**config.mk**
```make
export PLATFORM = sky130hd
export DESIGN_NAME = wstrb_legalizer
export DESIGN_NICKNAME = d
export VERILOG_FILES = /design/src/rtl/wsl_pkg.sv /design/src/rtl/wsl_addr_gen.sv /design/src/rtl/wsl_lane_mask.sv /design/src/rtl/wstrb_legalizer.sv
export SDC_FILE = /design/constraint.sdc
export NUM_CORES = 1
export LEC_CHECK = 0
export ABC_AREA = 1
export BUFFER_PORTS_ARGS = -buffer_cell sky130_fd_sc_hd__buf_2
export CELL_PAD_IN_SITES_DETAIL_PLACEMENT = 2
export CELL_PAD_IN_SITES_GLOBAL_PLACEMENT = 2
export CORE_ASPECT_RATIO = 1.25
export CORE_UTILIZATION = 30
export DETAILED_ROUTE_END_ITERATION = 6
export PLACE_DENSITY = 0.88
export SYNTH_ARGS = -nofsm -noshare
export SYNTH_HDL_FRONTEND = slang
export SYNTH_HIERARCHICAL = 1
export SYNTH_SLANG_ARGS = --single-unit
```
**constraint.sdc**
```tcl
create_clock -name clk -period 2.82 [get_ports clk]
set_input_delay 0 -clock clk [delete_from_list [all_inputs] [get_ports clk]]
set_output_delay 0 -clock clk [all_outputs]
set_load 0.05 [all_outputs]
```
**src/rtl/wsl_pkg.sv**
```systemverilog
package wsl_pkg;
  typedef enum logic [1:0] {
    BURST_FIXED = 2'd0,
    BURST_INCR  = 2'd1,
    BURST_WRAP  = 2'd2,
    BURST_RSVD  = 2'd3
  } burst_e;
endpackage

```
**src/rtl/wsl_addr_gen.sv**
```systemverilog
module wsl_addr_gen
  import wsl_pkg::*;
#(
  parameter int ADDR_W   = 32,
  parameter int LEN_W    = 8,
  parameter int SIZE_MAX = 2
) (
  input  logic              clk,
  input  logic              rst_n,
  input  logic              load,
  input  logic              step,
  input  logic [ADDR_W-1:0] ld_addr,
  input  logic [2:0]        ld_size,
  input  burst_e            ld_burst,
  input  logic [LEN_W-1:0]  ld_len,
  output logic [SIZE_MAX-1:0] cur_lo,
  output logic [2:0]        cur_size
);
  localparam logic [2:0] SIZE_CAP = 3'(SIZE_MAX);

  logic [ADDR_W-1:0] addr_q, addr_n;
  logic [ADDR_W-1:0] wlo_q, wlo_n;
  logic [ADDR_W-1:0] wbytes_q, wbytes_n;
  logic [2:0]        size_q, size_n;
  burst_e            burst_q, burst_n;

  logic [2:0]        ld_eff;
  logic [ADDR_W-1:0] nbytes, aligned, incr;

  always_comb begin
    ld_eff  = (ld_size > SIZE_CAP) ? SIZE_CAP : ld_size;
    nbytes  = ADDR_W'(1) << size_q;
    aligned = addr_q & ~(nbytes - ADDR_W'(1));
    incr    = aligned + nbytes;

    addr_n   = addr_q;
    wlo_n    = wlo_q;
    wbytes_n = wbytes_q;
    size_n   = size_q;
    burst_n  = burst_q;

    if (load) begin
      addr_n   = ld_addr;
      size_n   = ld_eff;
      burst_n  = ld_burst;
      wbytes_n = (ADDR_W'(ld_len) + ADDR_W'(1)) << ld_eff;
      wlo_n    = ld_addr & ~(((ADDR_W'(ld_len) + ADDR_W'(1)) << ld_eff) - ADDR_W'(1));
    end else if (step) begin
      unique case (burst_q)
        BURST_FIXED: addr_n = addr_q;
        BURST_WRAP:  addr_n = (incr == wlo_q + wbytes_q) ? wlo_q : incr;
        default:     addr_n = incr;
      endcase
    end
  end

  always_ff @(posedge clk or negedge rst_n) begin
    if (!rst_n) begin
      addr_q   <= '0;
      wlo_q    <= '0;
      wbytes_q <= '0;
      size_q   <= '0;
      burst_q  <= BURST_INCR;
    end else if (load || step) begin
      addr_q   <= addr_n;
      wlo_q    <= wlo_n;
      wbytes_q <= wbytes_n;
      size_q   <= size_n;
      burst_q  <= burst_n;
    end
  end

  assign cur_lo   = addr_q[SIZE_MAX-1:0];
  assign cur_size = size_q;

  AST_FIXED_ADDR_HOLD: assert property (@(posedge clk) disable iff (!rst_n)
    (step && !load && burst_q == BURST_FIXED) |=> $stable(addr_q));

  AST_WRAP_IN_WINDOW: assert property (@(posedge clk) disable iff (!rst_n)
    (step && !load && burst_q == BURST_WRAP && (addr_q - wlo_q) < wbytes_q)
      |=> ((addr_q - wlo_q) < wbytes_q));
endmodule

```
**src/rtl/wsl_lane_mask.sv**
```systemverilog
module wsl_lane_mask #(
  parameter int BUS_BYTES = 4,
  parameter int LB        = $clog2(BUS_BYTES)
) (
  input  logic [LB-1:0]        addr_lo,
  input  logic [2:0]           size,
  output logic [BUS_BYTES-1:0] mask
);
  logic [LB:0] nb, lo, base, hi;

  always_comb begin
    nb   = (LB+1)'(1) << size;
    lo   = {1'b0, addr_lo};
    base = {1'b0, addr_lo & ~(nb[LB-1:0] - LB'(1))};
    hi   = base + nb - (LB+1)'(1);
  end

  for (genvar i = 0; i < BUS_BYTES; i++) begin : g_lane
    assign mask[i] = ((LB+1)'(i) >= lo) && ((LB+1)'(i) <= hi);
  end
endmodule

```
**src/rtl/wstrb_legalizer.sv**
```systemverilog
module wstrb_legalizer
  import wsl_pkg::*;
#(
  parameter int BUS_BYTES = 4,
  parameter int ADDR_W    = 32,
  parameter int LEN_W     = 8
) (
  input  logic                 clk,
  input  logic                 rst_n,
  input  logic                 cmd_valid,
  output logic                 cmd_ready,
  input  logic [ADDR_W-1:0]    cmd_addr,
  input  logic [2:0]           cmd_size,
  input  logic [1:0]           cmd_burst,
  input  logic [LEN_W-1:0]     cmd_len,
  input  logic                 cmd_fix,
  input  logic                 in_valid,
  output logic                 in_ready,
  input  logic [BUS_BYTES-1:0] in_strb,
  output logic                 out_valid,
  input  logic                 out_ready,
  output logic [BUS_BYTES-1:0] out_strb,
  output logic                 out_last
);
  localparam int LB = $clog2(BUS_BYTES);

  logic                 busy_q, busy_n;
  logic [LEN_W-1:0]     cnt_q, cnt_n;
  logic [LEN_W-1:0]     len_q, len_n;
  logic                 fix_q, fix_n;
  logic                 ov_q, ov_n;
  logic [BUS_BYTES-1:0] ostrb_q, ostrb_n;
  logic                 olast_q, olast_n;

  logic                 cmd_go, beat_go, is_last;
  logic [LB-1:0]        cur_lo;
  logic [2:0]           cur_size;
  logic [BUS_BYTES-1:0] lane_mask;

  wsl_addr_gen #(
    .ADDR_W  (ADDR_W),
    .LEN_W   (LEN_W),
    .SIZE_MAX(LB)
  ) u_addr (
    .clk     (clk),
    .rst_n   (rst_n),
    .load    (cmd_go),
    .step    (beat_go),
    .ld_addr (cmd_addr),
    .ld_size (cmd_size),
    .ld_burst(burst_e'(cmd_burst)),
    .ld_len  (cmd_len),
    .cur_lo  (cur_lo),
    .cur_size(cur_size)
  );

  wsl_lane_mask #(
    .BUS_BYTES(BUS_BYTES),
    .LB       (LB)
  ) u_mask (
    .addr_lo(cur_lo),
    .size   (cur_size),
    .mask   (lane_mask)
  );

  assign cmd_ready = !busy_q;
  assign in_ready  = busy_q && (!ov_q || out_ready);
  assign cmd_go    = cmd_valid && !busy_q;
  assign beat_go   = in_valid && in_ready;
  assign is_last   = (cnt_q == len_q);

  always_comb begin
    busy_n  = busy_q;
    cnt_n   = cnt_q;
    len_n   = len_q;
    fix_n   = fix_q;
    ov_n    = ov_q;
    ostrb_n = ostrb_q;
    olast_n = olast_q;

    if (cmd_go) begin
      busy_n = 1'b1;
      cnt_n  = '0;
      len_n  = cmd_len;
      fix_n  = cmd_fix;
    end else if (beat_go) begin
      cnt_n  = cnt_q + LEN_W'(1);
      busy_n = !is_last;
    end

    if (beat_go) begin
      ov_n    = 1'b1;
      ostrb_n = fix_q ? (in_strb & lane_mask) : in_strb;
      olast_n = is_last;
    end else if (out_ready) begin
      ov_n    = 1'b0;
    end
  end

  always_ff @(posedge clk or negedge rst_n) begin
    if (!rst_n) begin
      busy_q  <= 1'b0;
      cnt_q   <= '0;
      len_q   <= '0;
      fix_q   <= 1'b0;
      ov_q    <= 1'b0;
      ostrb_q <= '0;
      olast_q <= 1'b0;
    end else begin
      busy_q <= busy_n;
      ov_q   <= ov_n;
      if (cmd_go || beat_go) begin
        cnt_q <= cnt_n;
      end
      if (cmd_go) begin
        len_q <= len_n;
        fix_q <= fix_n;
      end
      if (beat_go) begin
        ostrb_q <= ostrb_n;
        olast_q <= olast_n;
      end
    end
  end

  assign out_valid = ov_q;
  assign out_strb  = ostrb_q;
  assign out_last  = olast_q;

  AST_STALL_HOLD: assert property (@(posedge clk) disable iff (!rst_n)
    (ov_q && !out_ready) |=> (ov_q && $stable(out_strb) && $stable(out_last)));

  AST_BYPASS_PASS: assert property (@(posedge clk) disable iff (!rst_n)
    (beat_go && !fix_q) |=> (out_strb == $past(in_strb)));

  AST_FIX_SUBSET: assert property (@(posedge clk) disable iff (!rst_n)
    (beat_go && fix_q) |=> ((out_strb & ~$past(in_strb)) == '0));

  AST_LAST_IDLE: assert property (@(posedge clk) disable iff (!rst_n)
    (beat_go && is_last) |=> (cmd_ready && out_last));

  AST_MASK_SPAN: assert property (@(posedge clk) disable iff (!rst_n)
    busy_q |-> (lane_mask != '0 && $countones(lane_mask) <= (1 << cur_size)));
endmodule

```
==> flow_summary_export.csv, run 1 <==
group,metric,value,unit
global_routing,grt_pass1_wl,104000,um
power,vdd_ir_drop_max,0.483,mV
synthesis,async_flop_share,1.00,
setup_path,path_max_fanout,8,
layout,nNetsFinal,1922,
timing,fin_skew,0.0353,ns
cts,clk_latency,0.41,ns
global_routing,grt_antenna_before_repair,8,
cts,path_clk_slew,0.11,ns
outcome,violations,"negative setup slack",
cts,h-tree-depth,3,
timing,period_minus_slack,4.54,ns
timing,tns,-50.62,ns
placed_design,hpwl,40500,um
cts,root_buffer,"clkbuf_16",
power,switching_power,12100,uW
placed_design,place_inst,2129,
synthesis,synthTopCellsByArea,"dfrtp_1 (29%), nand2_1 (18%), nand3_1 (8.0%), inv_1 (7.9%), nor2_1 (5.8%)",
cts,cts_made_buffers,9,
placed_design,place_congestion,0.917,
synthesis,yosysTopAreaCell,"dfrtp_1",
synthesis,ys_warn_count,6,
power,power-per-cell-area,1370,nW/um2
layout,final_cells,2257,
floorplanning,die_area,32200,um2
floorplanning,dieWidth,161,um
setup_path,crit_type,"flop to flop",
timing,finalHoldViolCount,0,
cts,cts_tree,"built",
timing,fmax,220,MHz
detailed_routing,wl_met3,8150,um
global_routing,grt_overflow,0,
placed_design,numPortBuffers,62,
floorplanning,placementRows,72,
power,p_sw_frac,0.614,
timing,rsz0062_at_grt,"yes",
synthesis,yosysTopAreaCellShare,0.286,
detailed_routing,routed-via-count,14592,
global_routing,first_global_vias,15841,
synthesis,syn_nets,1598,
floorplanning,core_area,31000,um2
floorplanning,initial_core_util,0.305,
floorplanning,die_height,200,um
power,seq_power_share,0.152,
timing,min_period_over_period,1.61,
power,power.leakage,0.00727,uW
power,comb_power_share,0.769,
detailed_routing,route.met2.wl,38000,um
synthesis,yosysSeqAreaShare,0.289,
outcome,status,"finished with violations",
timing,finalSetupViolCount,38,
hold_path,hp-class,"input port to flop",
setup_path,cp-start-kind,"flop",
detailed_routing,highest_layer,"met5",
timing,worstMarginPinSlew,1.26,ns
cts,clockBufferDepth,2,
power,power.internal,7600,uW
detailed_routing,wirelength,82800,um
synthesis,synth_edf_count,0,
detailed_routing,wire_per_inst,36.7,um
detailed_routing,drcViolationCount,0,
detailed_routing,drtIter0Drc,1703,
timing,setup_slack,-1.72,ns
layout,n_fill_cell,3544,
setup_path,cp.required,3.11,ns
setup_path,cp-end-kind,"flop",
timing,slew_violations,0,
synthesis,synth.distinct_cells,47,
detailed_routing,vias_per_cell,6.47,
synthesis,ys_seq_elements,109,
layout,drive_gt1_frac,0.357,
setup_path,cp.arrival,4.83,ns
detailed_routing,final_antenna_net_count,0,
global_routing,grt.total_usage,0.442,
synthesis,synth_commonest_cells,"nand2_1 (446), inv_1 (199), nand3_1 (150)",
flow_run,cap_violations,0,
timing,relSlewSlack,0.161,
cts,cts_sinks,109,
floorplanning,io_pins,63,
detailed_routing,wirelength_met1,24700,um
layout,area_growth,52.4,%
synthesis,synthFlopType,"dfrtp_1",
synthesis,syn_area_per_cell,6.22,um2
synthesis,yosysMostFrequentCell,"nand2_1",
power,pwr-share-clk,0.079,
synthesis,synthCells,1517,
synthesis,syn_area,9440,um2
detailed_routing,drt_pass1_iterations,6,
global_routing,grt_max_degree,122,
[timing repair]
item                       in CTS  in global routing
hold endpoints to repair       95                  1
gates cloned                    4                  1
setup buffers                  31                 31
resized for setup             162                189
hold buffers                   43                  1
pin swaps                      49                 81
setup endpoints to repair      32                 55
[area by class of cell]
class / count / area, um2 / share of cell area
multi-input combinational: 1141 / 7070 / 0.491
timing repair buffer: 361 / 2900 / 0.202
sequential: 109 / 2740 / 0.190
inverter: 219 / 846 / 0.0588
tap: 407 / 509 / 0.0354
clock buffer: 10 / 229 / 0.0159
clock inverter: 6 / 80.1 / 0.00557
antenna: 4 / 10.0 / 0.000696
[power groups by stage]
stage / Clock (uW) / Sequential [uW] / Combinational [uW]
global route: 1610 / 2970 / 15600
CTS: 1470 / 2750 / 11100
floorplan: 0 / 2570 / 5370
finish: 1560 / 2990 / 15200
detailed placement: 0 / 2710 / 9900
global placement: 0 / 2640 / 8900
[registers in the layout (all words and copies together), names as in the netlist, 2 cells and up]
| register | flops |
|---|---|
| cnt_q | 8 |
| u_addr/burst_q | 2 |
| out_strb | 4 |
| u_addr/wlo_q | 32 |
| len_q | 8 |
| u_addr/cur_size | 3 |
| u_addr/wbytes_q | 16 |
| u_addr/addr_q | 32 |
[metrics by stage]
step | util | setup WS (ns) | instance area, um2 | hold slack [ns] | power [uW]
finish | 0.464 | -1.72 | 14400 | 0.0133 | 19700
global route | 0.464 | -1.98 | 14400 | 0.0386 | 20200
CTS | 0.432 | -0.672 | 13400 | 0.00854 | 15300
detailed placement | 0.375 | -1.05 | 11600 | 0.153 | 12600
global placement | 0.375 | -0.559 | 11600 | 0.111 | 11500
floorplan | - | -0.0589 | 9520 | -0.296 | 7950
[placed cells by master (no fill, tap or decap), types with 35 or more instances in the layout]
| cell type | count |
|---|---|
| dfrtp_1 | 101 |
| a21oi_1 | 52 |
| nand3_1 | 110 |
| nand2_1 | 345 |
| nand3_2 | 35 |
| nand4_1 | 56 |
| nor2_1 | 112 |
| buf_2 | 61 |
| buf_4 | 232 |
| dlygate4sd3_1 | 44 |
| nand2_2 | 96 |
| inv_1 | 196 |
[critical path, stage by stage (launching register included)]
cell and delay (ns):
dfrtp_1 0.47, ha_1 0.39, nand3_1 0.14, nand2_1 0.10, nand2_1 0.10, nand2_1 0.09
buf_4 0.15, xnor2_1 0.63, buf_4 0.24, xor2_1 0.12, nor2_4 0.14, nand3_2 0.13
nor2_4 0.30, nand3_4 0.24, nor2_4 0.24, nand3_4 0.11, buf_4 0.16, buf_12 0.15
nand2_2 0.08, nand3_2 0.09, a21oi_4 0.36
[routing by layer]
layer / vias to the layer above / global-route usage
met4: 4 / 0.477
met3: 782 / 0.139
met5: - / 0.00758
met2: 1219 / 0.754
met1: 7019 / 0.394
li1: 5568 / -
[final timing paths]
path                                       end                 from  cells after the start  slack, ns
max reg2reg                   u_addr/addr_q[9]      u_addr/wlo_q[1]                     20      -1.72
max in group asynchronous     u_addr/wlo_q[28]                rst_n                      3       1.55
min in group asynchronous    u_addr/addr_q[24]                rst_n                      2       0.32
min                                     busy_q            cmd_valid                      3       0.01
max                           u_addr/addr_q[9]      u_addr/wlo_q[1]                     20      -1.72
min reg2reg                u_addr/wbytes_q[12]  u_addr/wbytes_q[12]                      2       0.54
[kinds of logic (layout without fill, tap and decap cells)]
family,Yosys count,count (layout),synth area share
DFF,109,109,0.289
xor gates and xnor gates,29,29,0.0269
buffers and inverters,267,596,0.115
other,1,5,0.000397
AOI/OAI and AO/OA,201,201,0.117
adders and majority gates,26,26,0.0353
and+or+nand+nor,884,884,0.416
Power figures use the tool's default switching activity.
==> inputs of run 2 (changes only) <==
--- a/config.mk
+++ b/config.mk
@@ -5,12 +5,11 @@
 export SDC_FILE = /design/constraint.sdc
 export NUM_CORES = 1
 export LEC_CHECK = 0
-export ABC_AREA = 1
 export BUFFER_PORTS_ARGS = -buffer_cell sky130_fd_sc_hd__buf_2
 export CELL_PAD_IN_SITES_DETAIL_PLACEMENT = 2
 export CELL_PAD_IN_SITES_GLOBAL_PLACEMENT = 2
 export CORE_ASPECT_RATIO = 1.25
-export CORE_UTILIZATION = 30
+export CORE_UTILIZATION = 34
 export DETAILED_ROUTE_END_ITERATION = 6
 export PLACE_DENSITY = 0.88
 export SYNTH_ARGS = -nofsm -noshare
==> run 2 against run 1 <==
Net effect: the run still ends with negative setup slack left; highest routed layer unchanged; flip-flop and latch count stayed put; cell area shrank 16%; sequential power is 2% lower; register-to-register slack got worse by 1.0 ns; synthesized cell count shrank 36%; hold slack better by 0.030 ns; combinational power down 38%; die area decreased by 22%; critical path type unchanged; worst setup slack worse by 1.0 ns; clock power shrank 7%.
==> flow_summary_export.csv, run 2 <==
group,metric,value,unit
detailed_routing,drt_pass1_iterations,6,
synthesis,yosysSeqAreaShare,0.328,
floorplanning,die_area,25100,um2
synthesis,synth_commonest_cells,"nand2_1 (157), dfrtp_1 (108), xnor2_1 (72)",
cts,cts_made_buffers,9,
detailed_routing,wirelength,63100,um
setup_path,critPathTopFamily,"simple AND/OR/NAND/NOR gates",
timing,fin_skew,0.0298,ns
setup_path,crit_type,"flop to flop",
synthesis,ys_seq_elements,109,
floorplanning,die_height,177,um
global_routing,grt_antenna_before_repair,6,
floorplanning,io_pins,63,
layout,top_regs,"u_addr/addr_q: 32 flops, u_addr/wlo_q: 32 flops, u_addr/wbytes_q: 16 flops",
power,power.internal,6310,uW
power,vdd_ir_drop_max,0.440,mV
cts,cts_tree,"built",
setup_path,cp.buffers_inverters,3,
setup_path,cp-end-kind,"flop",
power,pwr-share-clk,0.105,
timing,slew_violations,0,
timing,min_period_over_period,1.97,
global_routing,grt_overflow,0,
hold_path,hold_path_end,"len_q[1]",
detailed_routing,final_antenna_net_count,0,
timing,setup_slack,-2.75,ns
synthesis,ys_warn_count,6,
timing,worstMarginPinSlew,1.02,ns
placed_design,numPortBuffers,62,
outcome,violations,"negative setup slack",
floorplanning,core_area,23900,um2
power,power-per-cell-area,1140,nW/um2
setup_path,r2r-start,"u_addr/wlo_q[2]",
power,switching_power,7440,uW
synthesis,synthTopCellsByArea,"dfrtp_1 (33%), xnor2_1 (7.6%), nand2_1 (7.1%), mux2i_1 (4.3%), xor2_1 (4.0%)",
layout,mostFrequentLayoutCells,"buf_4 (250), nand2_1 (156), dfrtp_1 (105), xnor2_1 (67), buf_2 (61)",
synthesis,async_flop_share,1.00,
cts,cts_sinks,109,
synthesis,yosysTopAreaCellShare,0.325,
global_routing,grt_max_degree,85,
setup_path,rrSetupSlack,-2.75,ns
cts,path_clk_slew,0.09,ns
setup_path,cp-start-kind,"flop",
synthesis,yosysMostFrequentCell,"nand2_1",
power,power.leakage,0.00555,uW
timing,fmax,180,MHz
setup_path,worst_path_largest_cell_delay,0.75,ns
setup_path,cp.required,3.07,ns
timing,relSlewSlack,0.313,
layout,drive_gt1_frac,0.333,
cts,h-tree-depth,3,
floorplanning,placementRows,63,
placed_design,place_congestion,0.970,
placed_design,hpwl,32400,um
layout,multiInputGateArea,5700,um2
timing,rsz0062_at_grt,"yes",
setup_path,timing.rr.end,"u_addr/addr_q[5]",
cts,clk_latency,0.43,ns
detailed_routing,routed-via-count,11194,
setup_path,path_max_fanout,7,
floorplanning,initial_core_util,0.348,
timing,whs,0.0435,ns
layout,final_core_util,0.506,
synthesis,synthFlopType,"dfrtp_1",
power,seq_power_share,0.213,
synthesis,syn_area_per_cell,8.54,um2
detailed_routing,drcViolationCount,0,
timing,finalSetupViolCount,53,
setup_path,r2r_cells,15,
detailed_routing,vias_per_cell,6.81,
synthesis,synth_edf_count,0,
cts,root_buffer,"clkbuf_16",
layout,final_common_cell,"buf_4",
hold_path,hp-class,"input port to flop",
floorplanning,dieWidth,142,um
layout,nNetsFinal,1389,
synthesis,synth.distinct_cells,87,
global_routing,grt.total_usage,0.449,
global_routing,grt_pass1_wl,80300,um
setup_path,path_cells,"ha_1 > buf_4 > nand3_1 > nor2_1 > nor2_1 > o21ai_0 > xor2_1 > buf_4 > xnor2_1 > or4_4 > nor4_4 > nand4_4 > buf_12 > mux2i_1 > o211ai_1",
flow_run,cap_violations,0,
layout,n_fill_cell,2494,
hold_path,min_path_cells,4,
layout,seq_area,2730,um2
global_routing,first_global_vias,12079,
synthesis,syn_nets,1054,
outcome,status,"finished with violations",
synthesis,syn_area,8310,um2
setup_path,critPathSlowestCell,"xor2_1",
detailed_routing,wire_per_inst,38.4,um
setup_path,cp.arrival,5.82,ns
synthesis,synthCells,973,
timing,period_minus_slack,5.57,ns
cts,clockBufferDepth,2,
power,p_sw_frac,0.541,
synthesis,yosysTopAreaCell,"dfrtp_1",
timing,finalHoldViolCount,0,
layout,area_growth,45.5,%
power,comb_power_share,0.681,
hold_path,hold_start,"cmd_len[1]",
detailed_routing,drtIter0Drc,898,
==> run 2: cell types whose count changed in the layout (fill, tap and decap cells not counted), sizes merged, moves of 18 or more <==
cell / delta
a21oi: -40
o211ai: +21
nand2: -306
nor2: -105
and3: +19
o2bb2ai: +21
inv: -184
o21ai: -18
nand3: -122
nand4: -40
mux2i: +36
xnor2: +67
==> run 2: power groups by stage <==
stage,clock network (uW),registers [uW],logic [uW]
CTS,1370,2750,7760
global placement,0,2640,6460
finish,1450,2930,9370
detailed placement,0,2740,7170
global route,1500,2930,9440
floorplan,0,2730,3770
==> run 2: metal layers <==
layer	share of wire	routed length, um	track usage
met1	0.31	19800	0.424
met2	0.46	29000	0.774
met3	0.088	5570	0.105
met4	0.14	8610	0.478
met5	0.0015	94	0
==> run 2: worst max path at each step <==
stage | slack [ns] | to | startpoint | depth (start not counted)
CTS | -1.70 | u_addr/addr_q[27] | u_addr/cur_size[0] | 18
detailed placement | -2.12 | u_addr/addr_q[31] | u_addr/cur_size[2] | 16
floorplan | -1.35 | u_addr/addr_q[23] | u_addr/cur_size[1] | 18
global route | -2.68 | u_addr/addr_q[5] | u_addr/wbytes_q[0] | 15
global placement | -1.57 | u_addr/addr_q[23] | u_addr/cur_size[0] | 16
finish | -2.75 | u_addr/addr_q[5] | u_addr/wlo_q[2] | 15
==> run 2: layout make-up <==
type / count / share of cell area
well taps: 325 / 0.0336
flip-flops and latches: 109 / 0.226
diodes: 5 / 0.00103
clock buffers: 10 / 0.0189
clock inverters: 6 / 0.00465
inverters: 29 / 0.00900
multi-input cells: 788 / 0.471
repair buffers: 371 / 0.236
==> run 2: kinds of logic after synthesis <==
family          Yosys count  synth area share
buf+inv                  76            0.0391
compound gates          234             0.191
mux                      44            0.0542
xor+xnor                114             0.127
fa+ha+maj                26            0.0400
other cells               1          0.000451
simple gates            369             0.220
flops                   109             0.328
==> run 2: tightest hold or removal path: cells and delay by family <==
family / cells / cell delay [ns]
buffers and inverters: 2 / 0.25
AND/OR/NAND/NOR: 2 / 0.17
==> run 2: what timing repair did <==
| action | 4_1_cts | 5_1_grt |
|---|---|---|
| endpoints found under the setup margin | 34 | 53 |
| endpoints found under the hold margin | 134 | 0 |
| hold buffers | 44 | 0 |
| resized for setup | 45 | 55 |
| pin swaps | 19 | 37 |
| setup buffers | 16 | 14 |
==> run 2: metrics by stage <==
step | power (uW) | std cells | worst slack [ns] | TNS (ns) | cell area [um2]
floorplan | 6500 | 973 | -1.35 | -42.13 | 8400
global placement | 9100 | 1549 | -1.57 | -50.54 | 10700
detailed placement | 9910 | 1549 | -2.12 | -72.29 | 10700
CTS | 11900 | 1625 | -1.70 | -51.90 | 11700
global route | 13900 | 1640 | -2.68 | -82.15 | 12100
finish | 13800 | 1643 | -2.75 | -83.96 | 12100
==> inputs of run 3 (changes only) <==
--- a/config.mk
+++ b/config.mk
@@ -6,12 +6,14 @@
 export NUM_CORES = 1
 export LEC_CHECK = 0
 export BUFFER_PORTS_ARGS = -buffer_cell sky130_fd_sc_hd__buf_2
+export CAP_MARGIN = 10
 export CELL_PAD_IN_SITES_DETAIL_PLACEMENT = 2
 export CELL_PAD_IN_SITES_GLOBAL_PLACEMENT = 2
 export CORE_ASPECT_RATIO = 1.25
-export CORE_UTILIZATION = 34
+export CORE_UTILIZATION = 38
 export DETAILED_ROUTE_END_ITERATION = 6
-export PLACE_DENSITY = 0.88
+export PLACE_DENSITY = 0.93
+export SLEW_MARGIN = 20
 export SYNTH_ARGS = -nofsm -noshare
 export SYNTH_HDL_FRONTEND = slang
 export SYNTH_HIERARCHICAL = 1
==> constraint.sdc (replaced) <==
create_clock -name clk -period 5.2 [get_ports clk]
set_input_delay 0 -clock clk [delete_from_list [all_inputs] [get_ports clk]]
set_output_delay 0 -clock clk [all_outputs]
set_load 0.05 [all_outputs]
==> run 3 against run 2 <==
Net effect: the flow finishes with violations (design-rule violations); cell area shrank 19%; first-iteration DRC count decreased by 41%; via count is 23% lower; register-to-register slack better by 2.9 ns; sequential power fell by 43%; maximum frequency increased by 9.3%; total power down 59%; final cell count decreased by 17%; critical path depth is 4 higher; critical endpoint is now u_addr/addr_q[6]; largest power group unchanged.
==> flow_summary_export.csv, run 3 (same netlist as run 2, synthesis figures left out) <==
group,metric,value,unit
detailed_routing,final_antenna_net_count,0,
global_routing,first_global_vias,9703,
detailed_routing,drtIter0Drc,527,
cts,cts_made_buffers,9,
setup_path,cp-start-kind,"flop",
cts,cts_tree,"built",
layout,final_common_cell,"nand2_1",
timing,slew_violations,0,
timing,worstMarginPinSlew,1.16,ns
timing,min_period_over_period,0.980,
layout,drive_gt1_frac,0.136,
layout,n_antenna_cell,0,
global_routing,grt_antenna_before_repair,0,
global_routing,grt_pass1_wl,57500,um
floorplanning,dieWidth,134,um
power,power-per-cell-area,570,nW/um2
detailed_routing,drcViolationCount,1,
layout,final_area,9810,um2
layout,nNetsFinal,1153,
timing,whs,0.00532,ns
placed_design,numPortBuffers,62,
setup_path,cp.required,5.40,ns
timing,period_minus_slack,5.10,ns
timing,fmax,196,MHz
hold_path,hold_start,"out_ready",
hold_path,min_path_cells,3,
layout,mostFrequentLayoutCells,"nand2_1 (157), dfrtp_1 (107), xnor2_1 (72), buf_2 (61), nor2_1 (52)",
setup_path,cp-end-kind,"flop",
layout,area_growth,18.0,%
flow_run,cap_violations,0,
placed_design,place_congestion,0.911,
detailed_routing,vias_per_cell,6.33,
global_routing,grt.total_usage,0.340,
detailed_routing,routed-via-count,8578,
floorplanning,core_area,21500,um2
timing,finalHoldViolCount,0,
placed_design,post-place-ws,0.106,ns
timing,finalSetupViolCount,0,
setup_path,r2r-start,"u_addr/cur_size[2]",
floorplanning,io_pins,63,
detailed_routing,wire_per_inst,27.7,um
setup_path,r2r_cells,19,
cts,cts_sinks,109,
hold_path,hold_path_end,"out_valid",
global_routing,grt_overflow,0,
outcome,status,"finished with violations",
cts,h-tree-depth,3,
placed_design,place_inst,1292,
detailed_routing,wirelength,37600,um
placed_design,hpwl,24700,um
placed_design,place_area,8950,um2
setup_path,rrSetupSlack,0.10,ns
cts,clockBufferDepth,2,
outcome,violations,"design-rule violations",
power,power.leakage,0.00433,uW
setup_path,path_max_fanout,13,
timing,fin_skew,0.0150,ns
layout,final_cells,1356,
layout,final_core_util,0.457,
global_routing,grt_max_degree,62,
layout,top_regs,"u_addr/addr_q: 32 flops, u_addr/wlo_q: 32 flops, u_addr/wbytes_q: 16 flops",
cts,root_buffer,"clkbuf_16",
setup_path,cp.arrival,5.29,ns
setup_path,timing.rr.end,"u_addr/addr_q[6]",
timing,relSlewSlack,0.221,
hold_path,hp-class,"input port to flop",
setup_path,crit_type,"flop to flop",
power,vdd_ir_drop_max,0.237,mV
floorplanning,initial_core_util,0.387,
floorplanning,placementRows,60,
floorplanning,die_area,22500,um2
timing,setup_slack,0.105,ns
detailed_routing,drt_pass1_iterations,7,
floorplanning,die_height,167,um
cts,path_clk_slew,0.08,ns
cts,clk_latency,0.38,ns
[run 3: worst max-delay path by stage]
stage	cells past startpoint	end	start
floorplan	18	u_addr/addr_q[26]	u_addr/cur_size[0]
global placement	17	u_addr/addr_q[25]	u_addr/cur_size[1]
detailed placement	15	u_addr/addr_q[3]	u_addr/wlo_q[0]
CTS	17	u_addr/addr_q[3]	u_addr/cur_size[1]
global route	19	u_addr/addr_q[6]	u_addr/cur_size[2]
finish	19	u_addr/addr_q[6]	u_addr/cur_size[2]
[run 3: final cells by class]
class | instances | area [um2]
clock buffer | 9 | 225
multi-input combinational | 788 | 5300
clock inverter | 7 | 119
timing repair buffer | 135 | 976
tap | 279 | 349
fill | 2344 | 11700
sequential | 109 | 2730
inverter | 29 | 109
[run 3: power breakdown]
| part | total [uW] | switching [uW] | internal, uW | leakage (uW) |
|---|---|---|---|---|
| Sequential | 1660 | 485 | 1170 | 0.00138 |
| Clock | 827 | 390 | 437 | 0.000167 |
| Combinational | 3100 | 1930 | 1170 | 0.00278 |
| Total | 5590 | 2810 | 2790 | 0.00433 |
[run 3: critical path: stages, from the launching register on]
cell and delay, ns:
dfrtp_1 0.40, buf_4 0.21, inv_1 0.09, nand2_1 0.12, ha_1 0.23, buf_4 0.21, nor2b_2 0.22, and3_1 0.22
o221ai_2 0.16, a2111oi_2 0.39, buf_4 0.23, nor2_1 0.10, o32ai_1 0.50, xnor3_1 0.41, nand4_1 0.17, nor4_2 0.26
nand4_2 0.28, buf_4 0.30, mux2i_1 0.24, o211ai_1 0.18
[run 3: per-layer routing]
layer  vias up  wire length (um)  global-route usage
li1       3679                 -                   -
met1      4384             14100               0.359
met2       341             19500               0.614
met3       174              1370              0.0457
met4         0              2610               0.244
met5         -                 0                   0
[run 3: per-stage QoR]
stage	TNS (ns)	total power [uW]
final	0	5590
after global routing	-0.00240	5820
after CTS	0	5410
after detailed placement	0	4420
after global placement	0	4160
after floorplan	0	3470
[run 3: what timing repair did]
item,CTS,global route
hold buffers,46,0
hold endpoints to repair,123,0
gates resized for setup,1,10
pin swaps,0,1
setup endpoints to repair,1,32
setup buffers,0,2
